--- src/rtl/rtc_core_pkg.sv ---
package rtc_core_pkg;
  localparam int NUM_FIELDS = 4;
  localparam int NUM_FLAGS  = 2;
  localparam int ADDR_W     = 2;
  localparam int DATA_W     = 32;
  localparam int SLOT_W     = 8;

  // field order: seconds, minutes, hours, day of week
  localparam int FLD_LSB [NUM_FIELDS] = '{0, 8, 16, 24};
  localparam int FLD_W   [NUM_FIELDS] = '{6, 6, 5, 3};
  localparam int FLD_MAX [NUM_FIELDS] = '{59, 59, 23, 6};

  localparam int FLAG_INC = 0;
  localparam int FLAG_ALM = 1;

  typedef enum logic [ADDR_W-1:0] {
    SEL_CTRL = 2'd0,
    SEL_TICK = 2'd1,
    SEL_TIME = 2'd2,
    SEL_FLAG = 2'd3
  } reg_sel_e;

  typedef struct packed {
    logic hold;
    logic run;
  } ctrl_t;
endpackage

--- src/rtl/rtc_tick_div.sv ---
module rtc_tick_div #(
  parameter int TICKS = 32768,
  localparam int TW = (TICKS > 1) ? $clog2(TICKS) : 1
) (
  input  logic          clk,
  input  logic          rst,
  input  logic          run,
  input  logic          hold,
  input  logic          tick_en,
  output logic [TW-1:0] cnt,
  output logic          sec_pulse
);
  localparam logic [TW-1:0] LAST = TW'(TICKS - 1);

  logic step;
  assign step      = run && tick_en && !hold;
  assign sec_pulse = step && (cnt == LAST);

  always_ff @(posedge clk) begin
    if (rst || hold) begin
      cnt <= '0;
    end else if (step) begin
      cnt <= (cnt == LAST) ? '0 : cnt + 1'b1;
    end
  end


  tick_hold_chk: assert property (@(posedge clk) disable iff (rst)
    hold |=> (cnt == '0));


  tick_frozen_chk: assert property (@(posedge clk) disable iff (rst)
    (!run && !hold) |=> $stable(cnt));
endmodule

--- src/rtl/rtc_field_cnt.sv ---
module rtc_field_cnt #(
  parameter int W    = 6,
  parameter int MAXV = 59
) (
  input  logic         clk,
  input  logic         rst,
  input  logic         inc,
  input  logic         ld,
  input  logic [W-1:0] ld_val,
  output logic [W-1:0] val,
  output logic         wrap
);
  localparam logic [W-1:0] TOP = W'(MAXV);

  assign wrap = inc && (val == TOP);

  always_ff @(posedge clk) begin
    if (rst) begin
      val <= '0;
    end else if (ld) begin
      val <= (ld_val > TOP) ? '0 : ld_val;
    end else if (inc) begin
      val <= (val == TOP) ? '0 : val + 1'b1;
    end
  end


  range_chk: assert property (@(posedge clk) disable iff (rst)
    val <= TOP);


  rollover_chk: assert property (@(posedge clk) disable iff (rst)
    (inc && !ld && val == TOP) |=> (val == '0));
endmodule

--- src/rtl/rtc_irq_flags.sv ---
module rtc_irq_flags #(
  parameter int N = 2
) (
  input  logic         clk,
  input  logic         rst,
  input  logic [N-1:0] set,
  input  logic [N-1:0] clr,
  output logic [N-1:0] flags,
  output logic         irq
);
  logic [N-1:0] flags_nxt;

  // hardware set takes precedence over a same-cycle software clear
  assign flags_nxt = (flags & ~clr) | set;

  always_ff @(posedge clk) begin
    if (rst) begin
      flags <= '0;
      irq   <= 1'b0;
    end else begin
      flags <= flags_nxt;
      irq   <= |flags_nxt;
    end
  end


  set_wins_chk: assert property (@(posedge clk) disable iff (rst)
    (set != '0) |=> ((flags & $past(set)) == $past(set)));


  keep_chk: assert property (@(posedge clk) disable iff (rst)
    1'b1 |=> ((flags & $past(flags & ~clr)) == $past(flags & ~clr)));


  irq_match_chk: assert property (@(posedge clk) disable iff (rst)
    irq == (|flags));
endmodule

--- src/rtl/rtc_time_core.sv ---
module rtc_time_core
  import rtc_core_pkg::*;
#(
  parameter int TICKS_PER_SEC = 32768,
  localparam int TICK_W = (TICKS_PER_SEC > 1) ? $clog2(TICKS_PER_SEC) : 1
) (
  input  logic                clk,
  input  logic                rst,
  input  logic                tick_en,
  input  logic                alarm_evt,
  input  logic                wr_en,
  input  logic [ADDR_W-1:0]   addr,
  input  logic [DATA_W-1:0]   wdata,
  output logic [DATA_W-1:0]   rdata,
  output logic                irq
);
  ctrl_t               ctrl_q;
  logic [TICK_W-1:0]   tick_cnt;
  logic                sec_pulse;
  logic [NUM_FIELDS-1:0] fld_wrap;
  logic [SLOT_W-1:0]   fld_slot [NUM_FIELDS];
  logic [DATA_W-1:0]   time_word;
  logic [NUM_FLAGS-1:0] flag_q;
  logic [NUM_FLAGS-1:0] flag_set;
  logic [NUM_FLAGS-1:0] flag_clr;
  logic                time_ld;
  logic                unused_wdata;
  reg_sel_e            sel;

  assign sel          = reg_sel_e'(addr);
  assign time_ld      = wr_en && (sel == SEL_TIME) && !ctrl_q.run;
  assign unused_wdata = ^wdata;

  always_ff @(posedge clk) begin
    if (rst) begin
      ctrl_q <= '0;
    end else if (wr_en && sel == SEL_CTRL) begin
      ctrl_q <= ctrl_t'(wdata[1:0]);
    end
  end

  rtc_tick_div #(.TICKS(TICKS_PER_SEC)) u_div (
    .clk       (clk),
    .rst       (rst),
    .run       (ctrl_q.run),
    .hold      (ctrl_q.hold),
    .tick_en   (tick_en),
    .cnt       (tick_cnt),
    .sec_pulse (sec_pulse)
  );

  for (genvar g = 0; g < NUM_FIELDS; g++) begin : g_field
    logic [FLD_W[g]-1:0] val;
    logic                inc;
    if (g == 0) begin : g_first
      assign inc = sec_pulse;
    end else begin : g_next
      assign inc = fld_wrap[g-1];
    end
    rtc_field_cnt #(.W(FLD_W[g]), .MAXV(FLD_MAX[g])) u_cnt (
      .clk    (clk),
      .rst    (rst),
      .inc    (inc),
      .ld     (time_ld),
      .ld_val (wdata[FLD_LSB[g] +: FLD_W[g]]),
      .val    (val),
      .wrap   (fld_wrap[g])
    );
    assign fld_slot[g] = SLOT_W'(val);
  end

  always_comb begin
    time_word = '0;
    for (int i = 0; i < NUM_FIELDS; i++) begin
      time_word[FLD_LSB[i] +: SLOT_W] = fld_slot[i];
    end
  end

  always_comb begin
    flag_set           = '0;
    flag_set[FLAG_INC] = sec_pulse;
    flag_set[FLAG_ALM] = alarm_evt;
    flag_clr           = (wr_en && sel == SEL_FLAG) ? wdata[NUM_FLAGS-1:0] : '0;
  end

  rtc_irq_flags #(.N(NUM_FLAGS)) u_flags (
    .clk   (clk),
    .rst   (rst),
    .set   (flag_set),
    .clr   (flag_clr),
    .flags (flag_q),
    .irq   (irq)
  );

  always_ff @(posedge clk) begin
    if (rst) begin
      rdata <= '0;
    end else begin
      unique case (sel)
        SEL_CTRL: rdata <= DATA_W'(ctrl_q);
        SEL_TICK: rdata <= DATA_W'(tick_cnt);
        SEL_TIME: rdata <= time_word;
        SEL_FLAG: rdata <= DATA_W'(flag_q);
        default:  rdata <= '0;
      endcase
    end
  end


  run_write_chk: assert property (@(posedge clk) disable iff (rst)
    (wr_en && sel == SEL_TIME && ctrl_q.run && !sec_pulse) |=> $stable(time_word));


  week_wrap_chk: assert property (@(posedge clk) disable iff (rst)
    fld_wrap[NUM_FIELDS-1] |=> (time_word[FLD_LSB[NUM_FIELDS-1] +: SLOT_W] == '0));
endmodule

--- config.mk ---
export PLATFORM = sky130hd
export DESIGN_NAME = rtc_time_core
export DESIGN_NICKNAME = d
export VERILOG_FILES = /design/src/rtl/rtc_core_pkg.sv /design/src/rtl/rtc_tick_div.sv /design/src/rtl/rtc_field_cnt.sv /design/src/rtl/rtc_irq_flags.sv /design/src/rtl/rtc_time_core.sv
export SDC_FILE = /design/constraint.sdc
export NUM_CORES = 1
export LEC_CHECK = 0
export CAP_MARGIN = 20
export CORE_MARGIN = 5
export CORE_UTILIZATION = 55
export CTS_BUF_LIST = sky130_fd_sc_hd__clkbuf_2 sky130_fd_sc_hd__clkbuf_4 sky130_fd_sc_hd__clkbuf_8
export CTS_CLUSTER_SIZE = 20
export DETAILED_ROUTE_END_ITERATION = 12
export MAX_ROUTING_LAYER = met4
export PLACE_DENSITY_LB_ADDON = 0.05
export SYNTH_ARGS = -nofsm -noshare
export SYNTH_HDL_FRONTEND = slang
export SYNTH_SLANG_ARGS = --single-unit
--- constraint.sdc ---
create_clock -name clk -period 5.6 [get_ports clk]
set_clock_uncertainty 0.15 [all_clocks]
set_input_delay 1.12 -clock clk [delete_from_list [all_inputs] [get_ports clk]]
set_output_delay 1.12 -clock clk [all_outputs]
set_load 0.005 [all_outputs]
**Word level (Yosys, flattened, before mapping)**

Index checks and enable logic that the tools add are counted.

- Output and inout bits: 33
- Bits in registers: 72
- Logic and storage cells: 68
- Bits of input ports: 39

- Bitwise operators: 3
- $add $sub $neg: 5
- Muxes and demuxes: 19
- Magnitude comparators: 4
- Reduce and logical (&&, ||, !) cells: 19
- Equal/unequal tests: 8

Operators by type and width:

| cell | number |
|---|---|
| case mux 32 bit (4 select lines) | 1 |
| two-way mux 6 bit | 8 |
| two-way mux 5 bit | 4 |
| adder 15 x 1 -> 15 bit (second input constant) | 1 |
| == test 15 bit (second input constant) | 1 |
| two-way mux 15 bit | 1 |
| adder 6 x 1 -> 6 bit (second input constant) | 2 |
| == test 6 bit (second input constant) | 2 |
| greater-than comparator 6 bit (second input constant) | 2 |
| two-way mux 3 bit | 4 |
| logical AND 1 bit | 10 |
| nonzero test 2 bit | 4 |
| adder 5 x 1 -> 5 bit (second input constant) | 1 |
| == test 5 bit (second input constant) | 1 |
| greater-than comparator 5 bit (second input constant) | 1 |
| == test 2 bit (second input constant) | 2 |
| adder 3 x 1 -> 3 bit (second input constant) | 1 |
| == test 3 bit (second input constant) | 1 |
| greater-than comparator 3 bit (second input constant) | 1 |
| bitwise AND 2 bit | 1 |
| == test 2 x 1 -> 1 bit (second input constant) | 1 |
| zero test 1 bit | 2 |
| zero test 2 bit | 1 |
| two-way mux 2 bit | 1 |
| 4 further kinds | 4 |

**Longest topological paths before layout**

- Depth in word-level cells: 8
- Depth in mapped cells: 8
- Gate-level depth less buffers: 6

**By module**

Synthesis repeated with hierarchy kept, for this count alone.

- Cell total of the unflattened synthesis: 353
- Area, all modules: 3185.6 um2

By module, submodules not included:

| module | sequential area each (um2) | area each (um2) | instances | cells each |
|---|---|---|---|---|
| rtc_time_core | 500.5 | 1058.5 | 1 | 101 |
| rtc_field_cnt (g_field[0].u_cnt ...) | 120.1 | 414.1 | 2 | 51 |
| rtc_tick_div | 300.3 | 729.4 | 1 | 84 |
| rtc_field_cnt (g_field[2].u_cnt) | 100.1 | 284.0 | 1 | 33 |
| rtc_field_cnt (g_field[3].u_cnt) | 60.1 | 178.9 | 1 | 23 |
| rtc_irq_flags | 60.1 | 106.4 | 1 | 10 |

**Worst setup path before layout**

Ideal clock, no wire load.

- Kind: input to register
- Start point: input port tick_en
- End point: register g_field[2].u_cnt.val[0]
- Data required time: 5.359 ns
- Path slack: 2.741 ns
- Stages on the path: 6
- Data arrival time: 2.618 ns
- Path buffers: 1
- Setup time: 0.091 ns
- Cells stage by stage: and3b_1 -> nand4_1 -> or4_1 -> buf_2 -> or3_1 -> a311oi_1

- Word-level cells in the longest chain between the ends: 6

Ends and longest elaborated chain:

| element | line | RTL |
|---|---|---|
| from (decl) | rtc_time_core.sv:9 | `input logic tick_en,` |
| logical AND 1 bit (2 in series) | rtc_tick_div.sv:16 | `assign step = run && tick_en && !hold;` |
| logical AND 1 bit | rtc_tick_div.sv:17 | `assign sec_pulse = step && (cnt == LAST);` |
| logical AND 1 bit (2 in series) | rtc_field_cnt.sv:15 | `assign wrap = inc && (val == TOP);` |
| nonzero test 2 bit (no source line) | - |  |
| to (signal assigned) | rtc_field_cnt.sv:21 | `val <= (ld_val > TOP) ? '0 : ld_val;` |
| to (signal assigned) | rtc_field_cnt.sv:23 | `val <= (val == TOP) ? '0 : val + 1'b1;` |
| to (decl) | rtc_field_cnt.sv:10 | `output logic [W-1:0] val,` |

No other way between the ends.
A chain may end at the register's enable or synchronous reset.

**Worst setup path in the final report**

- Start point: input port tick_en
- End point: register g_field[1].u_cnt.val[5]

- Word-level cells in the longest chain between the ends: 5

Ends and longest elaborated chain:

| element | line |
|---|---|
| logical AND 1 bit (2 in series) | rtc_tick_div.sv:16 |
| logical AND 1 bit | rtc_tick_div.sv:17 |
| logical AND 1 bit | rtc_field_cnt.sv:15 |
| nonzero test 2 bit (no source line) | - |
| to (signal assigned) | rtc_field_cnt.sv:21 |
| to (signal assigned) | rtc_field_cnt.sv:23 |
| to (decl) | rtc_field_cnt.sv:10 |

No other way between the ends.

==> impl_metrics.json <==
{
  "viasPerCell": 5.61,
  "area_delta_synth_final_pct": 23.8,
  "rr_startpoint": "u_div.cnt[0]",
  "worst_slew_pin_slew_ns": 0.968,
  "die-area_um2": 7060,
  "drc": 0,
  "crit_path_start": "tick_en",
  "first_iter_violations": 181,
  "fmax_mhz": 303,
  "antenna_found_initial": 0,
  "vias": 2648,
  "hold_viol": 0,
  "dpl.hpwl_um": 5090,
  "hp-class": "register to register",
  "leakage_nw": 1.32,
  "numCtsBuffers": 9,
  "layout_commonest_cell": "dfxtp_1",
  "synthDistinctLibCells": 52,
  "setup_tns_ns": 0,
  "p_per_area_nw_per_um2": 256,
  "stdcell_area_um2": 3730,
  "grt_pass1_vias": 2542,
  "startpoint_type": "input pin",
  "min_path_cells": 2,
  "clockBufferDepth": 2,
  "wire_per_inst_um": 15.3,
  "rows": 27,
  "track_usage_pct": 21.5,
  "die_w_um": 84.0,
  "cts_setup_buffers": 0,
  "diodes": 0,
  "finalCritPeriodShare_pct": 59.0,
  "synth-async-reset-ratio_pct": 0,
  "setup_viol": 0,
  "maxSlewViolCount": 0,
  "path_clk_slew_ns": 0.06,
  "core_area_um2": 5410,
  "vdd_drop_max_v": 0.000172,
  "r2r_cells": 6,
  "pin_count": 72,
  "synth.avg_cell_area_um2": 8.62,
  "dpl_cell_area_um2": 3520,
  "fp.dieH_um": 84.0,
  "synth_area_um2": 3020,
  "holdWs_ns": 0.363,
  "wl_um": 7220,
  "fin_crit_ns": 3.30,
  "drtAntennaViolNets": 0,
  "synthCells": 350,
  "dp_cells": 456,
  "stdcell_count": 472,
  "status": "complete, no violations",
  "crit_arrival_ns": 3.39,
  "synth_flop_cell": "dfxtp_1",
  "grt_first_pass_wirelength_um": 12100,
  "cts_resized": 0,
  "cts_hold_buf": 0,
  "htreeDepth": 3,
  "root_buffer": "clkbuf_8",
  "power.total_mw": 0.956,
  "cp-end-kind": "register",
  "ys_seq_elements": 63,
  "rsz0062_at_grt": "no",
  "yosysSeqAreaShare_pct": 41.8,
  "cp.required_ns": 5.69,
  "ys_warn_count": 0,
  "synth-edff-count": 0,
  "cp_max_fo": 9,
  "routabilityCongestion": 0.839,
  "nets": 438,
  "layout_common_cells": "63 x dfxtp_1, 50 x clkdlybuf4s50_1, 44 x nor2_1",
  "fillers": 442,
  "max_slew_margin_pct": 35.4,
  "start_util_pct": 55.8,
  "tritoncts": "built",
  "clock_sinks": 63,
  "hp-start": "u_flags.flags[1]",
  "drive_gt1_share_pct": 6.50,
  "crit_type": "input pin to register",
  "grt_max_degree": 48,
  "dr.pass1.iters": 5,
  "io_buffers": 50,
  "grt_overflow_total": 0,
  "clk_latency_ns": 0.34,
  "cap_violations": 0
}
## worst max-delay path, cell delays in order
cell,delay (ns)
clkdlybuf4s50_1,0.52
nand3b_1,0.19
or4_1,0.60
o21ai_1,0.54
a21oi_1,0.14
a311oi_1,0.28
## worst paths after layout
kind,end,slack (ns)
min reg2reg,u_flags.flags[1],0.36
min,u_flags.flags[1],0.36
max reg2reg,g_field[2].u_cnt.val[0],2.98
max,g_field[1].u_cnt.val[5],2.30
## cell usage after synthesis, types with 5 or more instances
library cell / count / area share [%]
a211oi_1: 8 / 2.0
a21oi_1: 20 / 3.3
a22oi_1: 14 / 3.5
a311oi_1: 5 / 1.5
a31oi_1: 5 / 1.0
and2_1: 10 / 2.1
buf_4: 9 / 2.2
clkbuf_1: 15 / 1.9
dfxtp_1: 63 / 42
mux2i_1: 5 / 1.7
nand2_1: 32 / 4.0
nand3_1: 13 / 2.2
nand4_1: 8 / 1.7
nor2_1: 44 / 5.5
nor2b_1: 5 / 1.0
nor3_1: 7 / 1.2
or3_1: 5 / 1.0
xnor2_1: 5 / 1.5
xor2_1: 10 / 2.9
## cell families after synthesis
group,after synthesis,share of synthesized area [%]
simple gates,154,26.7
compound gates,76,17.2
flops,63,41.8
buf+inv,30,4.98
xor+xnor,15,4.36
mux,7,3.15
fa+ha+maj,4,1.66
other cells,1,0.124
## state kept, by name, indices dropped and copies added, names as in the netlist
signal and count:
ctrl_q 2, rdata 23, u_flags.flags 2, g_field.u_cnt.val 20, u_div.cnt 15, u_flags.irq 1
## layer usage
| metal | part of all wire, % | global-route usage (%) | vias up |
|---|---|---|---|
| li1 | - | - | 1345 |
| met1 | 45 | 27.5 | 1227 |
| met2 | 48 | 32.9 | 67 |
| met3 | 4.7 | 4.44 | 9 |
| met4 | 1.4 | 8.92 | 0 |
| met5 | 0 | - | - |
## stage by stage
step | setup slack (ns) | util [%]
after detailed placement | 1.96 | 65.1
after global placement | 2.00 | 65.1
after CTS | 2.30 | 69.1
final | 2.30 | 69.1
after floorplan | 2.74 | -
after global routing | 2.11 | 69.1
## where the power goes
part	leakage, nW	total [mW]	internal (mW)	switching, mW
clock network	0.113	0.411	0.246	0.166
registers	0.510	0.468	0.457	0.0109
logic	0.694	0.0767	0.0382	0.0385
## area by class of cell
cell class,count,area (µm²),share of cell area (%)
clock buffers,13,173,4.63
clock inverters,3,40.0,1.07
inverters,3,11.3,0.302
multi-input cells,265,1630,43.8
flip-flops and latches,63,1260,33.8
well taps,72,90.1,2.41
repair buffers,53,523,14.0
Note: power is estimated with default switching activity, not from simulation.
